==> src/rtl/dmem_pkg.sv <==
package dmem_pkg;

  typedef enum logic [2:0] {
    OP_NOP  = 3'd0,
    OP_RD   = 3'd1,
    OP_WR   = 3'd2,
    OP_BSET = 3'd3,
    OP_BCLR = 3'd4,
    OP_BTST = 3'd5,
    OP_RRD  = 3'd6,
    OP_RWR  = 3'd7
  } dm_op_e;

  // Default register table, entry 0 in the least significant byte.
  localparam int DEF_N_SFR = 12;
  localparam logic [DEF_N_SFR*8-1:0] DEF_SFR_ADDR = {
    8'hE0, 8'hD0, 8'hB8, 8'hB7, 8'hA8, 8'hA6,
    8'h99, 8'h90, 8'h88, 8'h87, 8'h81, 8'h80};
  localparam logic [DEF_N_SFR*8-1:0] DEF_SFR_MASK = {
    8'hFF, 8'hFF, 8'h3F, 8'h7F, 8'h9F, 8'hFF,
    8'hFF, 8'hFF, 8'hFF, 8'h8F, 8'hFF, 8'hFF};
  localparam logic [DEF_N_SFR*8-1:0] DEF_SFR_RST = {
    8'h00, 8'h00, 8'h00, 8'h00, 8'h00, 8'h00,
    8'h00, 8'hFF, 8'h00, 8'h00, 8'h07, 8'hFF};
  localparam logic [DEF_N_SFR-1:0] DEF_SFR_WO = 12'h040;

  localparam int DEF_N_PORT = 2;
  localparam logic [DEF_N_PORT*8-1:0] DEF_PORT_ADDR = {8'h90, 8'h80};

  localparam int DEF_N_RBIT = 2;
  localparam logic [DEF_N_RBIT*8-1:0] DEF_RBIT = {8'hD1, 8'hAE};

  // Byte that holds a given bit address.
  function automatic logic [7:0] bit_home(input logic [7:0] ba);
    return ba[7] ? {ba[7:3], 3'b000} : (8'h20 + {4'b0000, ba[6:3]});
  endfunction

  // RAM byte of working register n in a bank.
  function automatic logic [7:0] reg_home(input logic [1:0] bank, input logic [2:0] n);
    return {3'b000, bank, n};
  endfunction

  // Byte with one bit forced to a value.
  function automatic logic [7:0] bit_write(input logic [7:0] b, input logic [2:0] pos,
                                           input logic v);
    logic [7:0] r;
    r = b;
    r[pos] = v;
    return r;
  endfunction

  // Stored bits where implemented, filler elsewhere.
  function automatic logic [7:0] fill_unimpl(input logic [7:0] stored, input logic [7:0] mask,
                                             input logic [7:0] fill);
    return (stored & mask) | (~mask & fill);
  endfunction

endpackage

==> src/rtl/dmem_decode.sv <==
module dmem_decode
  import dmem_pkg::*;
#(
  parameter int RAM_SIZE = 256,
  parameter int N_RBIT = DEF_N_RBIT,
  parameter logic [N_RBIT*8-1:0] RBIT_LIST = DEF_RBIT
) (
  input  logic       clk,
  input  logic       rst_n,
  input  dm_op_e     op,
  input  logic [7:0] addr,
  input  logic       indirect,
  input  logic [1:0] bank,
  input  logic       sfr_impl,
  output logic [7:0] tgt_addr,
  output logic       tgt_sfr,
  output logic [2:0] bit_pos,
  output logic       is_bit,
  output logic       is_read,
  output logic       is_write,
  output logic       acc_valid
);

  logic [N_RBIT-1:0] rb_hit;
  logic              restricted;

  for (genvar g = 0; g < N_RBIT; g++) begin : g_rbit
    assign rb_hit[g] = (addr == RBIT_LIST[g*8 +: 8]);
  end
  assign restricted = |rb_hit;

  // Target selection.
  always_comb begin
    tgt_addr = addr;
    tgt_sfr  = 1'b0;
    bit_pos  = addr[2:0];
    is_bit   = 1'b0;
    is_read  = 1'b0;
    is_write = 1'b0;
    unique case (op)
      OP_RD, OP_WR: begin
        tgt_sfr  = !indirect && addr[7];
        is_read  = (op == OP_RD);
        is_write = (op == OP_WR);
      end
      OP_BSET, OP_BCLR, OP_BTST: begin
        tgt_addr = bit_home(addr);
        tgt_sfr  = addr[7];
        is_bit   = 1'b1;
        is_read  = (op == OP_BTST);
        is_write = (op != OP_BTST);
      end
      OP_RRD, OP_RWR: begin
        tgt_addr = reg_home(bank, addr[2:0]);
        is_read  = (op == OP_RRD);
        is_write = (op == OP_RWR);
      end
      default: ;
    endcase
  end

  // Validity, kept apart from target selection.
  always_comb begin
    acc_valid = 1'b0;
    unique case (op)
      OP_RD, OP_WR:              acc_valid = tgt_sfr ? sfr_impl : (int'(addr) < RAM_SIZE);
      OP_BSET, OP_BCLR, OP_BTST: acc_valid = !restricted &&
                                             (tgt_sfr ? sfr_impl : (int'(tgt_addr) < RAM_SIZE));
      OP_RRD, OP_RWR:            acc_valid = 1'b1;
      default:                   acc_valid = 1'b0;
    endcase
  end

  p_reg_bank_r5: assert property (@(posedge clk) disable iff (!rst_n)
    (op == OP_RRD || op == OP_RWR) |-> (tgt_addr[7:5] == 3'b000) && !tgt_sfr && acc_valid);

  p_bit_ram_window_r3: assert property (@(posedge clk) disable iff (!rst_n)
    (is_bit && !addr[7]) |-> (tgt_addr[7:4] == 4'h2) && !tgt_sfr);

  p_restricted_r12: assert property (@(posedge clk) disable iff (!rst_n)
    (is_bit && restricted) |-> !acc_valid);

endmodule

==> src/rtl/dmem_iram.sv <==
module dmem_iram #(
  parameter int DEPTH = 256
) (
  input  logic       clk,
  input  logic       rst_n,
  input  logic       we,
  input  logic [7:0] addr,
  input  logic [7:0] wdata,
  output logic [7:0] rdata
);

  localparam int AW = $clog2(DEPTH);

  logic [7:0]    mem [DEPTH];
  logic [AW-1:0] idx;

  assign idx = addr[AW-1:0];

  always_ff @(posedge clk) begin
    if (!rst_n) begin
      for (int i = 0; i < DEPTH; i++) mem[i] <= 8'h00;
    end else if (we) begin
      mem[idx] <= wdata;
    end
  end

  assign rdata = mem[idx];

  p_ram_hold_r11: assert property (@(posedge clk) disable iff (!rst_n)
    !we |=> mem[$past(idx)] == $past(rdata));

endmodule

==> src/rtl/dmem_sfr_file.sv <==
module dmem_sfr_file
  import dmem_pkg::*;
#(
  parameter int N_SFR = DEF_N_SFR,
  parameter logic [N_SFR*8-1:0] SFR_ADDR = DEF_SFR_ADDR,
  parameter logic [N_SFR*8-1:0] SFR_MASK = DEF_SFR_MASK,
  parameter logic [N_SFR*8-1:0] SFR_RST = DEF_SFR_RST,
  parameter logic [N_SFR-1:0]   SFR_WO = DEF_SFR_WO,
  parameter int N_PORT = DEF_N_PORT,
  parameter logic [N_PORT*8-1:0] PORT_ADDR = DEF_PORT_ADDR,
  parameter logic [7:0] SBUF_ADDR = 8'h99,
  parameter logic [7:0] IE_ADDR = 8'hA8,
  parameter logic [7:0] IP_ADDR = 8'hB8,
  parameter logic [7:0] IPH_ADDR = 8'hB7,
  parameter logic [7:0] FILL = 8'hA5
) (
  input  logic              clk,
  input  logic              rst_n,
  input  logic [7:0]        addr,
  input  logic              we,
  input  logic [7:0]        wdata,
  input  logic              rmw,
  input  logic [N_PORT*8-1:0] pins,
  output logic              impl,
  output logic [7:0]        rd_val,
  output logic [7:0]        latch_val,
  output logic              wo_hit,
  output logic              tx_load,
  output logic [7:0]        tx_data,
  output logic              skip_irq
);

  logic [N_SFR-1:0]   hit;
  logic [N_SFR*8-1:0] store_flat;
  logic [N_PORT-1:0]  pin_hit;
  logic               cfg_hit;
  logic [7:0]         stored_sel, mask_sel, pin_sel;

  assign tx_load = we && (addr == SBUF_ADDR);
  assign cfg_hit = (addr == IE_ADDR) || (addr == IP_ADDR) || (addr == IPH_ADDR);

  for (genvar i = 0; i < N_SFR; i++) begin : g_sfr
    localparam logic [7:0] MASK = SFR_MASK[i*8 +: 8];
    logic [7:0] q;

    assign hit[i] = (addr == SFR_ADDR[i*8 +: 8]);

    always_ff @(posedge clk) begin
      if (!rst_n)                        q <= SFR_RST[i*8 +: 8] & MASK;
      else if (we && hit[i] && !tx_load) q <= wdata & MASK;
    end

    assign store_flat[i*8 +: 8] = q;

    p_mask_r6: assert property (@(posedge clk) disable iff (!rst_n)
      (q & ~MASK) == 8'h00);
  end

  for (genvar p = 0; p < N_PORT; p++) begin : g_port
    assign pin_hit[p] = (addr == PORT_ADDR[p*8 +: 8]);
  end

  always_comb begin
    stored_sel = 8'h00;
    mask_sel   = 8'hFF;
    pin_sel    = 8'h00;
    for (int i = 0; i < N_SFR; i++) begin
      if (hit[i]) begin
        stored_sel = store_flat[i*8 +: 8];
        mask_sel   = SFR_MASK[i*8 +: 8];
      end
    end
    for (int p = 0; p < N_PORT; p++) begin
      if (pin_hit[p]) pin_sel = pins[p*8 +: 8];
    end
  end

  assign impl      = |hit;
  assign wo_hit    = |(hit & SFR_WO);
  assign latch_val = stored_sel;

  always_comb begin
    if (wo_hit)                 rd_val = FILL;
    else if (|pin_hit && !rmw)  rd_val = pin_sel;
    else                        rd_val = fill_unimpl(stored_sel, mask_sel, FILL);
  end

  always_ff @(posedge clk) begin
    if (!rst_n) begin
      tx_data  <= 8'h00;
      skip_irq <= 1'b0;
    end else begin
      if (tx_load)       tx_data  <= wdata;
      if (we && !tx_load) skip_irq <= cfg_hit;
    end
  end

  p_cfg_skip_r9: assert property (@(posedge clk) disable iff (!rst_n)
    (we && cfg_hit && !tx_load) |=> skip_irq);

  p_sbuf_skip_r8: assert property (@(posedge clk) disable iff (!rst_n)
    tx_load |=> $stable(skip_irq));

  p_txdata_r8: assert property (@(posedge clk) disable iff (!rst_n)
    tx_load |=> tx_data == $past(wdata));

  p_idle_skip_r11: assert property (@(posedge clk) disable iff (!rst_n)
    !we |=> $stable(skip_irq) && $stable(tx_data));

endmodule

==> src/rtl/dmem_unit.sv <==
module dmem_unit
  import dmem_pkg::*;
#(
  parameter int RAM_SIZE = 256,
  parameter int N_SFR = DEF_N_SFR,
  parameter logic [N_SFR*8-1:0] SFR_ADDR = DEF_SFR_ADDR,
  parameter logic [N_SFR*8-1:0] SFR_MASK = DEF_SFR_MASK,
  parameter logic [N_SFR*8-1:0] SFR_RST = DEF_SFR_RST,
  parameter logic [N_SFR-1:0]   SFR_WO = DEF_SFR_WO,
  parameter int N_PORT = DEF_N_PORT,
  parameter logic [N_PORT*8-1:0] PORT_ADDR = DEF_PORT_ADDR,
  parameter int N_RBIT = DEF_N_RBIT,
  parameter logic [N_RBIT*8-1:0] RBIT_LIST = DEF_RBIT,
  parameter logic [7:0] SBUF_ADDR = 8'h99,
  parameter logic [7:0] IE_ADDR = 8'hA8,
  parameter logic [7:0] IP_ADDR = 8'hB8,
  parameter logic [7:0] IPH_ADDR = 8'hB7,
  parameter logic [7:0] FILL = 8'hA5
) (
  input  logic                clk,
  input  logic                rst_n,
  input  logic [2:0]          op,
  input  logic [7:0]          addr,
  input  logic [7:0]          wdata,
  input  logic                indirect,
  input  logic                rmw,
  input  logic [1:0]          bank,
  input  logic [N_PORT*8-1:0] pins,
  output logic [7:0]          rdata,
  output logic                rbit,
  output logic                addr_err,
  output logic                wo_err,
  output logic                tx_start,
  output logic [7:0]          tx_data,
  output logic                skip_irq
);

  dm_op_e     op_e;
  logic [7:0] tgt_addr;
  logic       tgt_sfr, is_bit, is_read, is_write, acc_valid;
  logic [2:0] bit_pos;
  logic       sfr_impl, sfr_wo, tx_load;
  logic [7:0] ram_rd, sfr_rd, sfr_latch;
  logic [7:0] byte_rd, base_byte, wr_val;
  logic       req, wr_en, ram_we, sfr_we, wo_read;

  assign op_e = dm_op_e'(op);

  dmem_decode #(
    .RAM_SIZE (RAM_SIZE),
    .N_RBIT   (N_RBIT),
    .RBIT_LIST(RBIT_LIST)
  ) u_decode (
    .clk      (clk),
    .rst_n    (rst_n),
    .op       (op_e),
    .addr     (addr),
    .indirect (indirect),
    .bank     (bank),
    .sfr_impl (sfr_impl),
    .tgt_addr (tgt_addr),
    .tgt_sfr  (tgt_sfr),
    .bit_pos  (bit_pos),
    .is_bit   (is_bit),
    .is_read  (is_read),
    .is_write (is_write),
    .acc_valid(acc_valid)
  );

  dmem_iram #(
    .DEPTH(RAM_SIZE)
  ) u_iram (
    .clk  (clk),
    .rst_n(rst_n),
    .we   (ram_we),
    .addr (tgt_addr),
    .wdata(wr_val),
    .rdata(ram_rd)
  );

  dmem_sfr_file #(
    .N_SFR    (N_SFR),
    .SFR_ADDR (SFR_ADDR),
    .SFR_MASK (SFR_MASK),
    .SFR_RST  (SFR_RST),
    .SFR_WO   (SFR_WO),
    .N_PORT   (N_PORT),
    .PORT_ADDR(PORT_ADDR),
    .SBUF_ADDR(SBUF_ADDR),
    .IE_ADDR  (IE_ADDR),
    .IP_ADDR  (IP_ADDR),
    .IPH_ADDR (IPH_ADDR),
    .FILL     (FILL)
  ) u_sfr (
    .clk      (clk),
    .rst_n    (rst_n),
    .addr     (tgt_addr),
    .we       (sfr_we),
    .wdata    (wr_val),
    .rmw      (rmw),
    .pins     (pins),
    .impl     (sfr_impl),
    .rd_val   (sfr_rd),
    .latch_val(sfr_latch),
    .wo_hit   (sfr_wo),
    .tx_load  (tx_load),
    .tx_data  (tx_data),
    .skip_irq (skip_irq)
  );

  // Read view honours the port pin/latch choice; bit writes start from storage.
  assign byte_rd   = tgt_sfr ? sfr_rd : ram_rd;
  assign base_byte = tgt_sfr ? sfr_latch : ram_rd;
  assign wr_val    = is_bit ? bit_write(base_byte, bit_pos, op_e == OP_BSET) : wdata;

  assign req     = (op_e != OP_NOP);
  assign wr_en   = acc_valid && is_write;
  assign ram_we  = wr_en && !tgt_sfr;
  assign sfr_we  = wr_en && tgt_sfr;
  assign wo_read = acc_valid && is_read && tgt_sfr && sfr_wo;

  always_ff @(posedge clk) begin
    if (!rst_n) begin
      rdata    <= 8'h00;
      rbit     <= 1'b0;
      addr_err <= 1'b0;
      wo_err   <= 1'b0;
      tx_start <= 1'b0;
    end else begin
      addr_err <= req && !acc_valid;
      wo_err   <= wo_read;
      tx_start <= tx_load;
      rbit     <= acc_valid && (op_e == OP_BTST) && byte_rd[bit_pos];
      if (!req)            rdata <= 8'h00;
      else if (!acc_valid) rdata <= FILL;
      else if (is_read)    rdata <= byte_rd;
      else                 rdata <= 8'h00;
    end
  end

  p_err_resp_r11: assert property (@(posedge clk) disable iff (!rst_n)
    (req && !acc_valid) |=> addr_err && !tx_start && !wo_err && (rdata == FILL));

  p_wo_resp_r7: assert property (@(posedge clk) disable iff (!rst_n)
    wo_read |=> wo_err && !addr_err && (rdata == FILL));

  p_bit_only_r4: assert property (@(posedge clk) disable iff (!rst_n)
    (ram_we && is_bit) |-> $countones(wr_val ^ ram_rd) <= 1);

  p_tx_pulse_r8: assert property (@(posedge clk) disable iff (!rst_n)
    tx_load |=> tx_start && !addr_err);

  p_err_flags_excl_r7: assert property (@(posedge clk) disable iff (!rst_n)
    addr_err |-> !wo_err);

endmodule

==> config.mk <==
export PLATFORM = sky130hd
export DESIGN_NAME = dmem_unit
export DESIGN_NICKNAME = d
export VERILOG_FILES = /design/src/rtl/dmem_pkg.sv /design/src/rtl/dmem_decode.sv /design/src/rtl/dmem_iram.sv /design/src/rtl/dmem_sfr_file.sv /design/src/rtl/dmem_unit.sv
export SDC_FILE = /design/constraint.sdc
export NUM_CORES = 2
export LEC_CHECK = 0
export CORE_AREA = 5 5 540 542
export CTS_CLUSTER_DIAMETER = 200
export DETAILED_ROUTE_END_ITERATION = 10
export DIE_AREA = 0 0 545 547
export GPL_ROUTABILITY_DRIVEN = 0
export PLACE_DENSITY = 0.6
export SYNTH_ARGS = -nofsm -noshare
export SYNTH_HDL_FRONTEND = slang
export SYNTH_HIERARCHICAL = 1
export SYNTH_SLANG_ARGS = --single-unit
==> constraint.sdc <==
create_clock -name clk -period 5.6 [get_ports clk]
set_clock_uncertainty 0.15 [all_clocks]
set_input_delay 0.84 -clock clk [delete_from_list [all_inputs] [get_ports clk]]
set_output_delay 0.84 -clock clk [all_outputs]
set_load 0.005 [all_outputs]
-- Word-level counts from Yosys, hierarchy flattened
Memories as Yosys holds them, arrays and structs flattened.
Cells that the tools add are included.
- memories: 1
- output and inout bits: 21
- logic and storage cells: 154
- RAM bits: 2048
- input bits: 41
- bits in registers: 101
- memories (name ; depth ; bits a word ; read ports ; clocked after Yosys merged registers in ; wr ports ; RTL line ; source):
    u_iram.mem ; 256 ; 8 ; 1 ; 0 ; 256 ; dmem_iram.sv:14 ; logic [7:0] mem [DEPTH];
- magnitude comparators: 2
- eq/ne operators: 22
- reductions and logical operators: 55
- bitwise operators: 3
- muxes and demuxes: 51
- $add $sub $neg: 1
- operators with widths (cell ; number):
    two-way mux 8 bit ; 28
    equality test 8 bit (second input constant) ; 14
    two-way mux 7 bit ; 6
    logical AND 1 bit ; 37
    one-hot mux 8 bit (2 select lines) ; 1
    equality test 3 bit (second input constant) ; 4
    OR reduction 12 bit ; 1
    two-way mux 1 bit ; 9
    one-hot mux 1 bit (3 select lines) ; 3
    bitwise AND 8 bit ; 1
    bitwise mux 8 bit ; 1
    inverter 8 bit ; 1
    OR 8 bit ; 1
    OR reduction 2 bit ; 4
    OR reduction 8 bit ; 1
    adder 6 x 4 -> 7 bit (first input constant) ; 1
    equality test 3 x 2 -> 1 bit (second input constant) ; 2
    logical NOT 1 bit ; 6
    less-than comparator 3 x 4 -> 1 bit (second input constant) ; 1
    AND reduction 4 bit ; 1
    binary-select mux 1 bit (select 3 bit) ; 1
    demux 1 bit (select 3 bit) ; 1
    equality test 3 x 1 -> 1 bit (second input constant) ; 1
    greater-or-equal comparator 3 x 1 -> 1 bit (second input constant) ; 1
    other kinds (6) ; 7

-- Depth between registers and ports, before layout
- word-level depth: 24
- mapped depth: 24
- depth with buffers taken out: 19

-- Hierarchy
The synthesis kept the hierarchy.
- modules (own cells, without submodules) (module ; sequential area each (um^2) ; area each (um^2) ; instances ; cells an instance):
    dmem_iram ; 61499.0 ; 93764.9 ; 1 ; 6215
    dmem_sfr_file ; 1781.7 ; 4834.6 ; 1 ; 536
    dmem_unit ; 240.2 ; 812.0 ; 1 ; 94
    dmem_decode ; 0.0 ; 330.3 ; 1 ; 46

-- Worst setup path after synthesis
Ideal clock, no wire load.
- kind: input port to flip-flop
- from: in op[2]
- to: mem u_iram.mem[114][0], enable pin
- stages: 22
- data arrival time: 5.075 ns
- buffers on the path: 5
- library setup time: 0.384 ns
- required time: 5.066 ns
- slack: -0.009 ns
- cell sequence: buf_6 nor2b_1 or2_1 buf_6 mux2_4 buf_2 or4_1 buf_2 nor2_1 o21ai_0 a21oi_1 nor2_1 nand3_1 a211o_1 o311a_1 nand2_1 nor2_1 nand2_1 nor3_1 nand2_1 clkbuf_1 o21ai_0
- RTL lines (item ; RTL line ; source):
    start, declared ; dmem_unit.sv:22 ; input logic [2:0] op,
    end, declared ; dmem_iram.sv:14 ;

==> metrics list <==
- Leakage power figure: 45.3 nW
- Routed wirelength normalized by instance count: 25.7 um
- CTS clock-pin slew for the worst setup and hold paths: 0.06 ns
- Of the post-synthesis cell area, the dominant cell type holds 0.617.
* CP startpoint kind: input port
- Buffers placed on the I/O ports in this run total 61.
- At the end of the flow, the number of nets in the layout was 7508.
* Number of routed nets with antenna violations: 0
* Proportion of layout cells with a drive suffix above 1: 0.261
- Sequential-to-total area share from yosys stat: 0.637
* Drt initial violations: 7051
- Post-synthesis net count: 6932
- Measured against its own limit, the worst slew margin works out to 0.177.
- Count of placed standard cells including taps: 10955
- The cell that appears most often on the critical path is sky130_fd_sc_hd__buf_4.
* Mean Syn Cell Area: 14.5 um2
- Antenna violations before repair: 12
- Summed instance area of the synthesized netlist: 99700 um2
* Ranking of synthesized cells by instance count: sky130_fd_sc_hd__edfxtp_1 (2048), sky130_fd_sc_hd__and2_1 (1413), sky130_fd_sc_hd__and3_1 (643)
- Compared with the post-synthesis result, the final layout area differs by 20.8%.
- In the synthesized netlist the dominant register cell turns out to be sky130_fd_sc_hd__edfxtp_1.
- Die height: 547 um
- Number of flip-flops and latches in the synthesized netlist: 2149
- For the worst-skew pair, the clock arrives at the later sink with an insertion delay of 0.88 ns.
* Worst-case register-to-register setup slack: 1.30 ns
- Largest voltage drop on the vdd net: 374 uV
* Via/cell ratio: 5.47
- Number of rows in the core area: 197
- The worst hold path was traced through 2 stages.
* Yosys top cell by area: sky130_fd_sc_hd__edfxtp_1
* All-layer global routing usage: 0.191
- Effective utilization at floorplan: 0.348
- Number of standard cells in the final layout excluding fillers: 11449
- Via Count: 62618
* Vias in the first global route: 62439
- Cell at the slowest stage of the critical path: sky130_fd_sc_hd__mux2_8
* Top cell family by delay on the critical path: buffers and inverters
- Peak Freq: 179 MHz
- In this run, distinct cell masters in the synthesized netlist total 78.
* Cell count after synthesis: 6891
- On the worst path, the slowest cell contributes a delay of 0.48 ns.
- Area of the placeable core: 286000 um2
* Number of buffers and inverters on the critical path: 8
- Reg-to-reg critical path endpoint: u_iram/mem[65][0]
- Max Transition Viols Final: 0
* Total length of routed wires: 294 mm
- Sequential cell area: 63500 um2
- The startpoint identified for the worst hold timing path is rst_n.
- In the routed design, unresolved DRC markers number 0.
- Max_cap viols: 0
* Pwr Density: 316 nW/um2
- For this block, wires on met1 add up to 121 mm.
- The run finished with clean final reports.
- The first global-routing pass estimated 427 mm of wire.
* Worst reg2reg startpoint: u_iram/mem[104][0]
- Detailed routing placed a total of 137 mm of wire on met2.
* Top layer used by detailed routing: met4
* Amount of wire on met3 after detailed routing: 25.0 mm
- PnR worst setup slack: 0.00141 ns
* Horiz. Die Dim: 545 um
* Final hold violations: 0
- Final hold analysis gives a worst-case slack of 0.252 ns.
* WS Path Type: input port to register
- The tree built by TritonCTS fans out to 2149 sinks.
* Final setup viols: 0
- Cell types with the largest area share after synthesis: sky130_fd_sc_hd__edfxtp_1 (62%), sky130_fd_sc_hd__mux4_2 (12%), sky130_fd_sc_hd__and2_1 (8.9%)
- Pre-CTS worst setup slack: -1.36 ns
* Total of warnings raised by yosys: 6
- Multi-input gate area: 34100 um2
* Most frequent cell after synthesis: sky130_fd_sc_hd__edfxtp_1
* Depth of the worst register-to-register path: 12
- Largest net degree at the start of global routing: 145
- For this design the top-level I/O count stands at 62.
* Worst endpoint data arrival time: 6.05 ns
* Share of flip-flops with an asynchronous set or reset: 0
- Share of the cycle needed by the critical path after routing: 1.00
- At the pin with the least slew margin, the transition time is 1.23 ns.
- Hold worst-path end: u_sfr/g_sfr[11].q[4]
* Shortest period the worst path allows: 5.60 ns
- The worst setup path is captured at a register.
* Die ar.: 298000 um2
* H-tree lvl count: 4
- CTS tree: built
* Buffer levels on the longest clock path: 3
- The signal on the critical path passes through dlygate4sd2_1 > nand2_2 > nor2_2 > or2_4 > mux2_8 > buf_16 > buf_12 > buf_4 > clkbuf_16 > mux4_2 > a22oi_1 > a21oi_1 > buf_4 > o41ai_4 > buf_4 > nand4_1 > nor2b_1 > a211oi_2 > a21oi_2 > mux2_8 > buf_12 > and2_1.
* Cts bufs inserted: 223
- Root Buffer: sky130_fd_sc_hd__clkbuf_16
- Data on the critical path is required at its endpoint by 6.05 ns.
- The total overflow left after global routing is 0.
- Maximum fanout encountered on the critical timing path: 44
- First-pass detailed-route iteration total: 6
- In this run, synthesis inferred 2048 flip-flops with an integrated enable.
* Filler cells: 25619
- Post-detailed-placement half-perimeter wirelength: 190 mm
- The worst hold path belongs to the class input port to register.
[stage by stage]
stage | setup TNS [ns] | cell area (um2) | power, W | utilization
6_report | 0 | 120000 | 0.0381 | 0.421
5_1_grt | -0.0814 | 120000 | 0.0393 | 0.421
4_1_cts | -0.00972 | 119000 | 0.0382 | 0.417
3_5_place_dp | -3596.59 | 111000 | 0.0230 | 0.389
3_3_place_gp | -3573.61 | 111000 | 0.0229 | 0.389
2_1_floorplan | -2.33 | 99700 | 0.0207 | -
[sequential cells by signal, summed over array words and instances (netlist names)]
register / flops
tx_start: 1
addr_err: 1
u_sfr/tx_data: 8
rbit: 1
wo_err: 1
u_sfr/g_sfr.q: 80
rdata: 8
u_iram/mem: 2048
u_sfr/skip_irq: 1
[power by group]
part           switching (W)  total [W]  internal, W
sequential          0.000150     0.0182       0.0180
combinational        0.00285    0.00480      0.00195
clock                0.00640     0.0151      0.00872
[cell type report]
class | count | share of cell area
inverters | 10 | 0.000312
diodes | 4 | 0.0000831
clock buffers | 279 | 0.0489
multi-input cells | 4039 | 0.283
clock inverters | 143 | 0.0131
repair buffers | 1044 | 0.0879
well taps | 3781 | 0.0393
flip-flops and latches | 2149 | 0.527
[logic make-up after synthesis]
logic type             Yosys count  share of synthesized area
multiplexers                   612                      0.126
flip-flops                    2149                      0.637
AO/OA/AOI/OAI                  802                     0.0513
XOR/XNOR                         1                  0.0000878
AND/OR/NAND/NOR               2617                      0.156
buffers and inverters          710                     0.0300
[cells in the final DEF, fill, tap and decap left out, drive strengths merged, types with 101 or more instances in the layout]
master / n
a21oi: 147
nand2: 151
o21ai: 268
buf: 974
mux4: 512
and3: 643
nor2: 239
a22oi: 269
dfxtp: 101
clkinv: 101
and2: 1413
clkbuf: 288
edfxtp: 2048
[worst max-delay path by stage]
stage                     start                 end  slack [ns]  cells after the start
final                     op[1]   u_iram/mem[65][0]       0.001                     22
after global routing      op[1]   u_iram/mem[68][0]       -0.02                     22
after CTS                 op[2]   u_iram/mem[68][0]      -0.006                     20
after detailed placement  op[1]  u_iram/mem[212][7]       -1.36                     21
after global placement    op[1]  u_iram/mem[153][5]       -1.60                     20
after floorplan           op[2]  u_iram/mem[114][0]      -0.009                     22
[per-layer routing]
metal	track usage	vias up
met5	0	-
met2	0.302	2792
met1	0.267	32125
li1	-	27208
met4	0.0636	0
met3	0.0308	493
[worst reg2reg max path: stages (launching register included)]
cell and delay [ns]:
sky130_fd_sc_hd__edfxtp_1 0.38, sky130_fd_sc_hd__mux4_2 0.46, sky130_fd_sc_hd__a22oi_1 0.31, sky130_fd_sc_hd__a21oi_1 0.22, sky130_fd_sc_hd__o41ai_4 0.45, sky130_fd_sc_hd__buf_4 0.22, sky130_fd_sc_hd__nand4_1 0.29, sky130_fd_sc_hd__nor2b_1 0.25
sky130_fd_sc_hd__a211oi_2 0.19, sky130_fd_sc_hd__a21oi_2 0.14, sky130_fd_sc_hd__mux2_8 0.48, sky130_fd_sc_hd__buf_12 0.24, sky130_fd_sc_hd__and2_1 0.27
[repair_timing]
| item | CTS | global route |
|---|---|---|
| endpoints found under the setup margin | 1823 | 4030 |
| cloned | 6 | 13 |
| gates resized for setup | 32 | 88 |
| setup buffers | 17 | 32 |
| pin swaps | 6 | 15 |
| hold buffers | 0 | 0 |
No activity file was read; power rests on OpenSTA's default activity.
